[src/rtl/smbh_pkg.sv]
package smbh_pkg;

  localparam logic [3:0] OFF_STAT = 4'h0;
  localparam logic [3:0] OFF_CTRL = 4'h2;
  localparam logic [3:0] OFF_CMD  = 4'h3;
  localparam logic [3:0] OFF_TADR = 4'h4;
  localparam logic [3:0] OFF_DAT0 = 4'h5;
  localparam logic [3:0] OFF_DAT1 = 4'h6;
  localparam logic [3:0] OFF_BLK  = 4'h7;
  localparam logic [3:0] OFF_AUX  = 4'hD;

  localparam int ST_BUSY = 0;
  localparam int ST_DONE = 1;
  localparam int ST_DEV  = 2;
  localparam int ST_FAIL = 4;

  localparam int CT_IEN   = 0;
  localparam int CT_KILL  = 1;
  localparam int CT_LAST  = 5;
  localparam int CT_START = 6;
  localparam int CT_PEC   = 7;
  localparam logic [2:0] PROTO_BLOCK = 3'd5;

  typedef enum logic [1:0] {
    LK_START = 2'd0,
    LK_SEND  = 2'd1,
    LK_RECV  = 2'd2,
    LK_STOP  = 2'd3
  } link_op_t;

  typedef enum logic [1:0] {
    FIN_OK   = 2'd0,
    FIN_DEV  = 2'd1,
    FIN_KILL = 2'd2
  } fin_t;

endpackage

[src/rtl/smbh_buf.sv]
module smbh_buf #(
  parameter int DEPTH = 32,
  parameter int WIDTH = 8,
  localparam int IDX_W = $clog2(DEPTH)
) (
  input  logic             clk,
  input  logic             we,
  input  logic [IDX_W-1:0] waddr,
  input  logic [WIDTH-1:0] wdata,
  input  logic [IDX_W-1:0] raddr,
  output logic [WIDTH-1:0] rdata
);

  logic [WIDTH-1:0] mem [DEPTH];

  always_ff @(posedge clk) begin
    if (we) mem[waddr] <= wdata;
  end

  assign rdata = mem[raddr];

endmodule

[src/rtl/smbh_seq.sv]
module smbh_seq
  import smbh_pkg::*;
#(
  parameter int DEPTH = 32,
  localparam int IDX_W = $clog2(DEPTH)
) (
  input  logic             clk,
  input  logic             rst,
  input  logic             start,
  input  logic             rd_req,
  input  logic [6:0]       tgt_addr,
  input  logic [7:0]       cmd,
  input  logic [7:0]       wcount,
  input  logic             kill,
  output logic             busy,
  output logic             fin,
  output fin_t             fin_code,
  output logic             rcount_we,
  output logic [7:0]       rcount,
  output logic [IDX_W-1:0] bidx,
  output logic             bwe,
  output logic [7:0]       bwdata,
  input  logic [7:0]       brdata,
  output logic             lk_req,
  output logic [1:0]       lk_op,
  output logic [7:0]       lk_wbyte,
  output logic             lk_last,
  input  logic             lk_done,
  input  logic             lk_nack,
  input  logic [7:0]       lk_rbyte
);

  typedef enum logic [3:0] {
    S_IDLE, S_ST1, S_AW, S_CMD, S_WCNT, S_WDAT,
    S_ST2, S_AR, S_RCNT, S_RDAT, S_STOP
  } st_t;

  st_t              st;
  logic             waiting;
  logic [7:0]       cnt;
  logic [IDX_W-1:0] idx;
  fin_t             err;
  logic             kill_pend;

  link_op_t op_n;
  logic [7:0] byte_n;
  logic last_n;
  logic at_last;
  logic send_state;

  function automatic logic bad_count(input logic [7:0] c);
    return (c == 8'd0) || (c > 8'(DEPTH));
  endfunction

  assign at_last    = (8'(idx) + 8'd1) == cnt;
  assign send_state = (st == S_AW) || (st == S_CMD) || (st == S_WCNT) ||
                      (st == S_WDAT) || (st == S_AR);

  always_comb begin
    op_n   = LK_SEND;
    byte_n = 8'h00;
    last_n = 1'b0;
    case (st)
      S_ST1, S_ST2: op_n = LK_START;
      S_AW:   byte_n = {tgt_addr, 1'b0};
      S_AR:   byte_n = {tgt_addr, 1'b1};
      S_CMD:  byte_n = cmd;
      S_WCNT: byte_n = cnt;
      S_WDAT: byte_n = brdata;
      S_RCNT: op_n = LK_RECV;
      S_RDAT: begin op_n = LK_RECV; last_n = at_last; end
      S_STOP: op_n = LK_STOP;
      default: ;
    endcase
  end

  assign busy   = (st != S_IDLE);
  assign rcount = cnt;
  assign bidx   = idx;
  assign bwe    = waiting && lk_done && (st == S_RDAT);
  assign bwdata = lk_rbyte;

  always_ff @(posedge clk) begin
    if (rst) begin
      st        <= S_IDLE;
      waiting   <= 1'b0;
      cnt       <= 8'h00;
      idx       <= '0;
      err       <= FIN_OK;
      kill_pend <= 1'b0;
      fin       <= 1'b0;
      fin_code  <= FIN_OK;
      rcount_we <= 1'b0;
      lk_req    <= 1'b0;
      lk_op     <= 2'd0;
      lk_wbyte  <= 8'h00;
      lk_last   <= 1'b0;
    end else begin
      lk_req    <= 1'b0;
      fin       <= 1'b0;
      rcount_we <= 1'b0;
      if (kill && st != S_IDLE) kill_pend <= 1'b1;
      if (st == S_IDLE) begin
        if (start) begin
          if (!rd_req && bad_count(wcount)) begin
            fin      <= 1'b1;
            fin_code <= FIN_DEV;
          end else begin
            st        <= S_ST1;
            cnt       <= wcount;
            idx       <= '0;
            err       <= FIN_OK;
            kill_pend <= 1'b0;
            waiting   <= 1'b0;
          end
        end
      end else if (!waiting) begin
        lk_req   <= 1'b1;
        lk_op    <= op_n;
        lk_wbyte <= byte_n;
        lk_last  <= last_n;
        waiting  <= 1'b1;
      end else if (lk_done) begin
        waiting <= 1'b0;
        if (st == S_STOP) begin
          st       <= S_IDLE;
          fin      <= 1'b1;
          fin_code <= err;
        end else if (kill_pend || kill) begin
          err <= FIN_KILL;
          st  <= S_STOP;
        end else if (send_state && lk_nack) begin
          err <= FIN_DEV;
          st  <= S_STOP;
        end else begin
          case (st)
            S_ST1:  st <= S_AW;
            S_AW:   st <= S_CMD;
            S_CMD:  st <= rd_req_q ? S_ST2 : S_WCNT;
            S_WCNT: begin st <= S_WDAT; idx <= '0; end
            S_WDAT: begin
              if (at_last) st <= S_STOP;
              else idx <= idx + 1'b1;
            end
            S_ST2:  st <= S_AR;
            S_AR:   st <= S_RCNT;
            S_RCNT: begin
              cnt       <= lk_rbyte;
              rcount_we <= 1'b1;
              idx       <= '0;
              if (bad_count(lk_rbyte)) begin
                err <= FIN_DEV;
                st  <= S_STOP;
              end else begin
                st <= S_RDAT;
              end
            end
            S_RDAT: begin
              if (at_last) st <= S_STOP;
              else idx <= idx + 1'b1;
            end
            default: st <= S_IDLE;
          endcase
        end
      end
    end
  end

  logic rd_req_q;
  always_ff @(posedge clk) begin
    if (rst) rd_req_q <= 1'b0;
    else if (st == S_IDLE && start) rd_req_q <= rd_req;
  end

  a_r3_req_pulse: assert property (@(posedge clk) disable iff (rst)
    lk_req |=> !lk_req);
  a_r10_idle_quiet: assert property (@(posedge clk) disable iff (rst)
    !busy |-> !lk_req);
  a_r4_last_on_recv: assert property (@(posedge clk) disable iff (rst)
    (lk_req && lk_last) |-> (lk_op == LK_RECV));
  a_r8_bad_count_idle: assert property (@(posedge clk) disable iff (rst)
    (!busy && start && !rd_req && (wcount == 8'd0 || wcount > 8'(DEPTH)))
      |=> !busy);

endmodule

[src/rtl/smbh_host.sv]
module smbh_host
  import smbh_pkg::*;
#(
  parameter int BUF_DEPTH = 32,
  parameter int AW = 4,
  localparam int IDX_W = $clog2(BUF_DEPTH)
) (
  input  logic          clk,
  input  logic          rst,
  input  logic [AW-1:0] reg_addr,
  input  logic          reg_wr,
  input  logic          reg_rd,
  input  logic [7:0]    reg_wdata,
  output logic [7:0]    reg_rdata,
  output logic          lk_req,
  output logic [1:0]    lk_op,
  output logic [7:0]    lk_wbyte,
  output logic          lk_last,
  input  logic          lk_done,
  input  logic          lk_nack,
  input  logic [7:0]    lk_rbyte
);

  logic       c_ien, c_kill, c_last, c_pec;
  logic [2:0] c_proto;
  logic [7:0] cmd_q, tadr_q, dat0_q, dat1_q;
  logic       aux_crc, aux_e32;
  logic       s_done, s_dev, s_fail;
  logic [IDX_W-1:0] cpu_idx;

  logic       busy, fin, rcount_we, seq_bwe;
  fin_t       fin_code;
  logic [7:0] rcount, seq_bwdata, buf_rdata;
  logic [IDX_W-1:0] seq_idx;

  logic wr_stat, wr_ctrl, rd_ctrl, blk_wr, blk_rd, start_go, kill_go;

  assign wr_stat  = reg_wr && reg_addr == AW'(OFF_STAT);
  assign wr_ctrl  = reg_wr && reg_addr == AW'(OFF_CTRL);
  assign rd_ctrl  = reg_rd && reg_addr == AW'(OFF_CTRL);
  assign blk_wr   = reg_wr && reg_addr == AW'(OFF_BLK) && !busy;
  assign blk_rd   = reg_rd && reg_addr == AW'(OFF_BLK) && !busy;
  assign start_go = wr_ctrl && reg_wdata[CT_START] &&
                    reg_wdata[4:2] == PROTO_BLOCK && !busy;
  assign kill_go  = wr_ctrl && reg_wdata[CT_KILL];

  smbh_buf #(.DEPTH(BUF_DEPTH), .WIDTH(8)) u_buf (
    .clk   (clk),
    .we    (busy ? seq_bwe : blk_wr),
    .waddr (busy ? seq_idx : cpu_idx),
    .wdata (busy ? seq_bwdata : reg_wdata),
    .raddr (busy ? seq_idx : cpu_idx),
    .rdata (buf_rdata)
  );

  smbh_seq #(.DEPTH(BUF_DEPTH)) u_seq (
    .clk       (clk),
    .rst       (rst),
    .start     (start_go),
    .rd_req    (tadr_q[0]),
    .tgt_addr  (tadr_q[7:1]),
    .cmd       (cmd_q),
    .wcount    (dat0_q),
    .kill      (kill_go),
    .busy      (busy),
    .fin       (fin),
    .fin_code  (fin_code),
    .rcount_we (rcount_we),
    .rcount    (rcount),
    .bidx      (seq_idx),
    .bwe       (seq_bwe),
    .bwdata    (seq_bwdata),
    .brdata    (buf_rdata),
    .lk_req    (lk_req),
    .lk_op     (lk_op),
    .lk_wbyte  (lk_wbyte),
    .lk_last   (lk_last),
    .lk_done   (lk_done),
    .lk_nack   (lk_nack),
    .lk_rbyte  (lk_rbyte)
  );

  // Configuration registers
  always_ff @(posedge clk) begin
    if (rst) begin
      {c_ien, c_kill, c_last, c_pec} <= 4'b0;
      c_proto <= 3'd0;
      cmd_q   <= 8'h00;
      tadr_q  <= 8'h00;
      dat0_q  <= 8'h00;
      dat1_q  <= 8'h00;
      aux_crc <= 1'b0;
      aux_e32 <= 1'b0;
    end else begin
      if (wr_ctrl) begin
        c_ien   <= reg_wdata[CT_IEN];
        c_kill  <= reg_wdata[CT_KILL];
        c_last  <= reg_wdata[CT_LAST];
        c_pec   <= reg_wdata[CT_PEC];
        c_proto <= reg_wdata[4:2];
      end
      if (reg_wr && reg_addr == AW'(OFF_CMD))  cmd_q  <= reg_wdata;
      if (reg_wr && reg_addr == AW'(OFF_TADR)) tadr_q <= reg_wdata;
      if (reg_wr && reg_addr == AW'(OFF_DAT1)) dat1_q <= reg_wdata;
      if (reg_wr && reg_addr == AW'(OFF_AUX)) begin
        aux_crc <= reg_wdata[0];
        aux_e32 <= reg_wdata[1];
      end
      if (rcount_we) dat0_q <= rcount;
      else if (reg_wr && reg_addr == AW'(OFF_DAT0)) dat0_q <= reg_wdata;
    end
  end

  // Status: set by sequencer outcome, write-one-to-clear, set wins
  always_ff @(posedge clk) begin
    if (rst) begin
      s_done <= 1'b0;
      s_dev  <= 1'b0;
      s_fail <= 1'b0;
    end else begin
      if (wr_stat && reg_wdata[ST_DONE]) s_done <= 1'b0;
      if (wr_stat && reg_wdata[ST_DEV])  s_dev  <= 1'b0;
      if (wr_stat && reg_wdata[ST_FAIL]) s_fail <= 1'b0;
      if (fin) begin
        case (fin_code)
          FIN_OK:   s_done <= 1'b1;
          FIN_DEV:  s_dev  <= 1'b1;
          FIN_KILL: s_fail <= 1'b1;
          default:  ;
        endcase
      end
    end
  end

  // Buffer index: auto-increment on port access, zeroed by control read
  always_ff @(posedge clk) begin
    if (rst) cpu_idx <= '0;
    else if (rd_ctrl) cpu_idx <= '0;
    else if (blk_wr || blk_rd) cpu_idx <= cpu_idx + 1'b1;
  end

  // Registered read path
  always_ff @(posedge clk) begin
    if (rst) begin
      reg_rdata <= 8'h00;
    end else if (reg_rd) begin
      case (reg_addr)
        AW'(OFF_STAT): reg_rdata <= {3'b000, s_fail, 1'b0, s_dev, s_done, busy};
        AW'(OFF_CTRL): reg_rdata <= {c_pec, 1'b0, c_last, c_proto, c_kill, c_ien};
        AW'(OFF_CMD):  reg_rdata <= cmd_q;
        AW'(OFF_TADR): reg_rdata <= tadr_q;
        AW'(OFF_DAT0): reg_rdata <= dat0_q;
        AW'(OFF_DAT1): reg_rdata <= dat1_q;
        AW'(OFF_BLK):  reg_rdata <= buf_rdata;
        AW'(OFF_AUX):  reg_rdata <= {6'b0, aux_e32, aux_crc};
        default:       reg_rdata <= 8'h00;
      endcase
    end
  end

  a_r5_done_when_idle: assert property (@(posedge clk) disable iff (rst)
    $rose(s_done) |-> !busy);
  a_r11_fail_when_idle: assert property (@(posedge clk) disable iff (rst)
    $rose(s_fail) |-> !busy);
  a_r6_w1c_done: assert property (@(posedge clk) disable iff (rst)
    (wr_stat && reg_wdata[ST_DONE] && !(fin && fin_code == FIN_OK)) |=> !s_done);
  a_r7_idx_zeroed: assert property (@(posedge clk) disable iff (rst)
    rd_ctrl |=> cpu_idx == '0);

endmodule

[config.mk]
export PLATFORM = sky130hd
export DESIGN_NAME = smbh_host
export DESIGN_NICKNAME = d
export VERILOG_FILES = /design/src/rtl/smbh_pkg.sv /design/src/rtl/smbh_buf.sv /design/src/rtl/smbh_seq.sv /design/src/rtl/smbh_host.sv
export SDC_FILE = /design/constraint.sdc
export NUM_CORES = 1
export LEC_CHECK = 0
export BUFFER_PORTS_ARGS = -buffer_cell sky130_fd_sc_hd__clkbuf_2
export CAP_MARGIN = 5
export CORE_ASPECT_RATIO = 1.2
export CORE_MARGIN = 2
export CORE_UTILIZATION = 35
export DETAILED_ROUTE_END_ITERATION = 7
export GPL_TIMING_DRIVEN = 0
export MAX_ROUTING_LAYER = met4
export PLACE_DENSITY = 0.55
export SLEW_MARGIN = 20
export SYNTH_ARGS = -nofsm -noshare
export SYNTH_HDL_FRONTEND = slang
export SYNTH_HIERARCHICAL = 1
export SYNTH_SLANG_ARGS = --single-unit
[constraint.sdc]
create_clock -name clk -period 5.98 [get_ports clk]
set_clock_uncertainty 0.05 [all_clocks]
set_input_delay 0.598 -clock clk [delete_from_list [all_inputs] [get_ports clk]]
set_output_delay 0.598 -clock clk [all_outputs]
set_load 0.03 [all_outputs]
Word level (Yosys, flattened, before mapping)

Memory sizes are Yosys's and may differ from the RTL's.
Index checks and enable logic that the tools add are counted.
Widths: inputs -> output; s select.

Bitwise gates (word level): 3
$add $sub $neg: 3
Magnitude comparators: 2
Mux-type cells: 84
Reductions and logical operators: 63
Equal/unequal tests: 29

Operators with widths:

| operator            | count |
|---|---|
| $mux 8              | 12 |
| $pmux 8 s8          | 1 |
| $mux 5              | 10 |
| $pmux 8 s5          | 1 |
| $mux 2              | 18 |
| $mux 4              | 9 |
| $eq 4x3->1 const B  | 8 |
| $pmux 4 s8          | 1 |
| $mux 1              | 30 |
| $logic_and 1x1->1   | 25 |
| $eq 4x2->1 const B  | 4 |
| $eq 4x4->1 const B  | 4 |
| $gt 8x6->1 const B  | 2 |
| $logic_not 8->1     | 2 |
| $reduce_bool 4->1   | 3 |
| $reduce_or 2->1     | 6 |
| $add 5x1->5 const B | 2 |
| $pmux 5 s2          | 1 |
| $reduce_and 5->1    | 2 |
| $reduce_bool 2->1   | 5 |
| $reduce_and 9->1    | 1 |
| $eq 8x8->1          | 1 |
| $logic_not 4->1     | 2 |
| $logic_or 1x1->1    | 8 |
| 18 further kinds    | 26 |

Memories kept: 1
Memory bits (writable): 256
Register bits: 95

Memories:

| name      | words | bits a word | rd ports | clocked after Yosys merged registers in | wr ports | RTL line       | RTL |
|---|---|---|---|---|---|---|---|
| u_buf.mem | 32    | 8           | 1        | 0                                       | 1        | smbh_buf.sv:14 | `logic [WIDTH-1:0] mem [DEPTH];` |

Depth between registers and ports, before layout

Word-level depth: 12
Mapped depth: 17
Mapped depth without buffers: 12

By module

The synthesis kept the hierarchy.

By module, submodules not included:

| module    | times used | area each (um^2) | seq. area each (um^2) | cells each |
|---|---|---|---|---|
| smbh_buf  | 1          | 9,893.2          | 7,687.4               | 409 |
| smbh_host | 1          | 2,976.6          | 1,141.1               | 326 |
| smbh_seq  | 1          | 2,443.6          | 760.7                 | 314 |

Worst setup path before layout

No wires, ideal clock.

Path kind: register -> register
From: reg u_seq.st[0]
To: reg reg_rdata[3]
Setup time: 0.134 ns
Setup slack: 1.446 ns
Stages on the path, launching flop included: 16
Buffers on the path: 5
Arrival: 4.351 ns
Period minus slack after synthesis: 4.534 ns
Cell sequence: dfxtp_1 nor4_4 inv_1 clkbuf_1 clkbuf_1 buf_1 mux2_2 clkbuf_1 clkbuf_1 mux4_2 mux4_2 mux2_2 mux4_2 nand2_1 o311a_1 a211oi_1

Cells in the longest elaborated chain, start to end: 4

Ends and longest elaborated chain:

| what                   | RTL line         | RTL |
|---|---|---|
| start, declared        | smbh_seq.sv:38   | `st_t st;` |
| start signal, assigned | smbh_seq.sv:139  | `S_CMD: st <= rd_req_q ? S_ST2 : S_WCNT;` |
| $reduce_bool 4->1      | smbh_seq.sv:77   | `assign busy = (st != S_IDLE);` |
| via busy               | smbh_host.sv:31  | `logic busy, fin, rcount_we, seq_bwe;` |
| $mux 5                 | smbh_host.sv:52  | `.raddr (busy ? seq_idx : cpu_idx),` |
| $mem_v2 32x8           | -                |  |
| via buf_rdata[3]       | smbh_host.sv:33  | `logic [7:0] rcount, seq_bwdata, buf_rdata;` |
| $pmux 8 s8             | smbh_host.sv:147 | `case (reg_addr)` |
| end signal, assigned   | smbh_host.sv:148 | `AW'(OFF_STAT): reg_rdata <= {3'b000, s_fail, 1'b0, s_dev, s_done, busy};` |
| end signal, assigned   | smbh_host.sv:149 | `AW'(OFF_CTRL): reg_rdata <= {c_pec, 1'b0, c_last, c_proto, c_kill, c_ien};` |
| end signal, assigned   | smbh_host.sv:150 | `AW'(OFF_CMD): reg_rdata <= cmd_q;` |
| end, declared          | smbh_host.sv:14  | `output logic [7:0] reg_rdata,` |

The timed path passes the listed nets, and every way through them passes these cells.
A chain may end at the register's enable or synchronous reset.

Worst setup path in the final report

From: reg u_seq.st[0]
To: reg reg_rdata[0]

The elaborated chain is that of the path after synthesis.

==> results.tsv <==
stage	metric	value	unit
status	status	completed	
grt	initial antenna violation count	0	
synthesis	Post-synth top cells	256 x edfxtp_1, 114 x nor2_1, 95 x dfxtp_1	
placed_design	# port buffers	40	
synthesis	area share of the largest cell type after synthesis	0.5020	
timing	fmax	0.1817	GHz
timing	min cycle time layout	5.503	ns
die	Starting Density	0.3562	
pwr	Peak VDD IR	0.1647	mV
timing	final setup margin	0.4774	ns
layout	ant diodes	0	
synthesis	most numerous cell in the Yosys netlist	edfxtp_1	
synthesis	post-synth top area cell	edfxtp_1	
placed_design	Placer Congestion	0.9125	
critical_path	worst-path cell with the longest stage delay	buf_1	
run	Max Cap Viol	0	
cts	Sink Count	351	
placed_design	post-DP HPWL	28690	um
timing	RSZ-0062 raised after global routing	no	
die	die area	0.04545	sq mm
worst_hold_path	Hold WC Path Type	primary input to flop	
routing	WL per Instance	24.36	um
synthesis	asr flop ratio synth	0	
placed_design	placed cells	1642	
timing	Final period util	0.9202	
routing	Initial DRT Pass Iterations	5	
synthesis	synth top area cells	edfxtp_1 50%, dfxtp_1 12%, mux4_2 12%	
synthesis	Synthesized Nets	1077	
critical_path	Crit path largest cell delay	0.69	ns
timing	Fin. Hold Viols	0	
cts	clk slew on worst S/H paths	0.06	ns
grt	gr ovfl total	0	
cts	CTS max path bufs	3	
layout	share of cells above drive strength 1	0.2368	
die	row cnt	83	
synthesis	synthesized area	0.01531	sq mm
synthesis	synthesized instance count	1049	
synthesis	Mean Syn Cell Area	14.60	sq um
critical_path	Critical Path Start Type	flop	
pwr	power per cell area	292.9	mW/mm^2
timing	# setup viols final	0	
critical_path	Crit. End Element	flop	
grt	vias in the first global route	9594	
layout	Final Instance Area	0.01747	sq mm
cts	clk_lat worst skew	0.55	ns
critical_path	CP Cell Sequence	nor4_4 -> inv_1 -> clkbuf_1 -> clkbuf_1 -> clkbuf_2 -> mux2_2 -> buf_2 -> buf_1 -> mux4_2 -> mux2_2 -> mux2i_1 -> nor3_1 -> a2111oi_0 -> a311oi_1	
synthesis	FF+latch count, synth	351	
critical_path	critical path peak fanout	10	
cts	CTS tree	built	
die	Ports	46	
synthesis	register area share after synthesis	0.6262	
synthesis	Top FF cell, synth	edfxtp_1	
die	die width	194.9	um
pwr	P_leak	0.005531	uW
timing	Slew HR	0.3137	
cts	clock root buffer	clkbuf_16	
layout	filler cell count	3994	
timing	Max Slew Vio Count	0	
routing	WL final	41640	um
synthesis	EDFF count, synth	256	
grt	Tot GR Track Use	0.1905	
placed_design	Area after DPL	0.01625	sq mm
timing	Worst Tran Pin Value	1.026	ns
routing	Post-DRT Antenna Nets	0	
cts	TritonCTS buffer count	39	
die	die height	233.1	um
cts	Post-CTS Hold Buffers	0	
routing	via count	9495	
routing	Initial DRC Count	730	
critical_path	Setup CP Type	flop to flop	
die	Core Region	0.04299	sq mm
synthesis	Netlist cell types	79	
routing	drt drc	0	
grt	global-route wire length before repair	61900	um
layout	Final nets	1158	
layout	fin cells	1709	
cts	# H-tree levels	2	
critical_path	CP required	6.33	ns
layout	synthesis-to-finish area growth	14.09	%
routing	Vias per Instance	5.556	
grt	largest net degree at the start of global routing	33	
critical_path	CP arrival	5.86	ns
placed_design	pre-CTS WS	-0.1623	ns
pwr	total power	5118	uW
synthesis	Synth warnings	6	
==> layer usage <==
metal	up-vias	GRT usage	routed length (um)
met5	-	-	0
met4	0	0.07801	1735
met3	91	0.02974	1886
met2	282	0.3247	21080
met1	4843	0.2267	16940
li1	4279	-	-
==> flip-flops by register name, summed over array words and instances, names as in the netlist, 2 cells and up <==
name / flops
reg_rdata: 8
u_seq/fin_code: 2
u_seq/lk_wbyte: 8
u_seq/bidx: 5
u_buf/mem: 256
dat0_q: 8
u_seq/lk_op: 2
u_seq/rcount: 8
cmd_q: 8
u_seq/err: 2
tadr_q: 8
u_seq/st: 4
cpu_idx: 5
c_proto: 3
dat1_q: 8
==> layout by cell type, fill, tap and decap left out, types with 34 or more instances in the layout <==
master	instances
a21oi_1	43
clkbuf_1	34
clkbuf_16	40
clkbuf_2	46
dfxtp_1	95
edfxtp_1	256
mux2i_1	44
mux4_2	82
nand2_1	61
nor2_1	114
==> layout make-up <==
type                            instances  area, sq um  area share
Clock inverter                         19        156.4    0.008952
Multi-Input combinational cell        607         5279      0.3021
Buffer                                 76        411.6     0.02356
Clock buffer                           49         1065     0.06094
Tap cell                              552        690.7     0.03953
Sequential cell                       351         9589      0.5488
Timing Repair Buffer                   41        227.7     0.01303
Inverter                               14        52.55    0.003008
==> critical path, delay by kind of cell (launching register included) <==
kind                   cells  cell delay [ns]
muxes                      4             1.50
buffers and inverters      6             2.22
and+or+nand+nor            2             0.62
DFF                        1             0.39
AOI/OAI and AO/OA          2             0.57
==> logic make-up (layout without fill, tap and decap cells) <==
logic type / Yosys count / after routing / synth area share
simple gates: 285 / 285 / 0.09274
fa+ha+maj: 2 / 2 / 0.001634
flops: 351 / 351 / 0.6262
mux: 154 / 154 / 0.1699
xor+xnor: 11 / 11 / 0.006292
compound gates: 155 / 155 / 0.07321
buf+inv: 91 / 199 / 0.02999
==> where the power goes <==
group / switching, uW / internal [uW]
logic: 119 / 58.9
clock network: 974 / 1350
registers: 5.75 / 2610
total: 1100 / 4020
==> final timing paths <==
kind                              start  slack, ns  cells past startpoint                      endpoint
max reg2reg    u_seq/st[0]$_SDFFE_PP0P_       0.48                     14     reg_rdata[0]$_SDFFE_PP0P_
min reg2reg  u_seq/lk_last$_SDFFE_PP0P_       0.41                      2    u_seq/lk_last$_SDFFE_PP0P_
max            u_seq/st[0]$_SDFFE_PP0P_       0.48                     14     reg_rdata[0]$_SDFFE_PP0P_
min                         lk_rbyte[1]       0.33                      3  u_seq/rcount[1]$_SDFFE_PP0P_
==> what timing repair did <==
| item | CTS | global route |
|---|---|---|
| gates resized for setup | 6 | 1 |
| setup endpoints to repair | 11 | 11 |
| buffers inserted | 0 | 0 |
==> per-stage QoR <==
stage,TNS [ns],util,hold WS [ns]
CTS,0,0.4064,0.3047
global route,0,0.4064,0.3245
global placement,-0.2694,0.3769,0.4043
finish,0,0.4064,0.3271
detailed placement,-0.9330,0.3779,0.4084
floorplan,0,-,0.3867
Power figures use the tool's default switching activity.
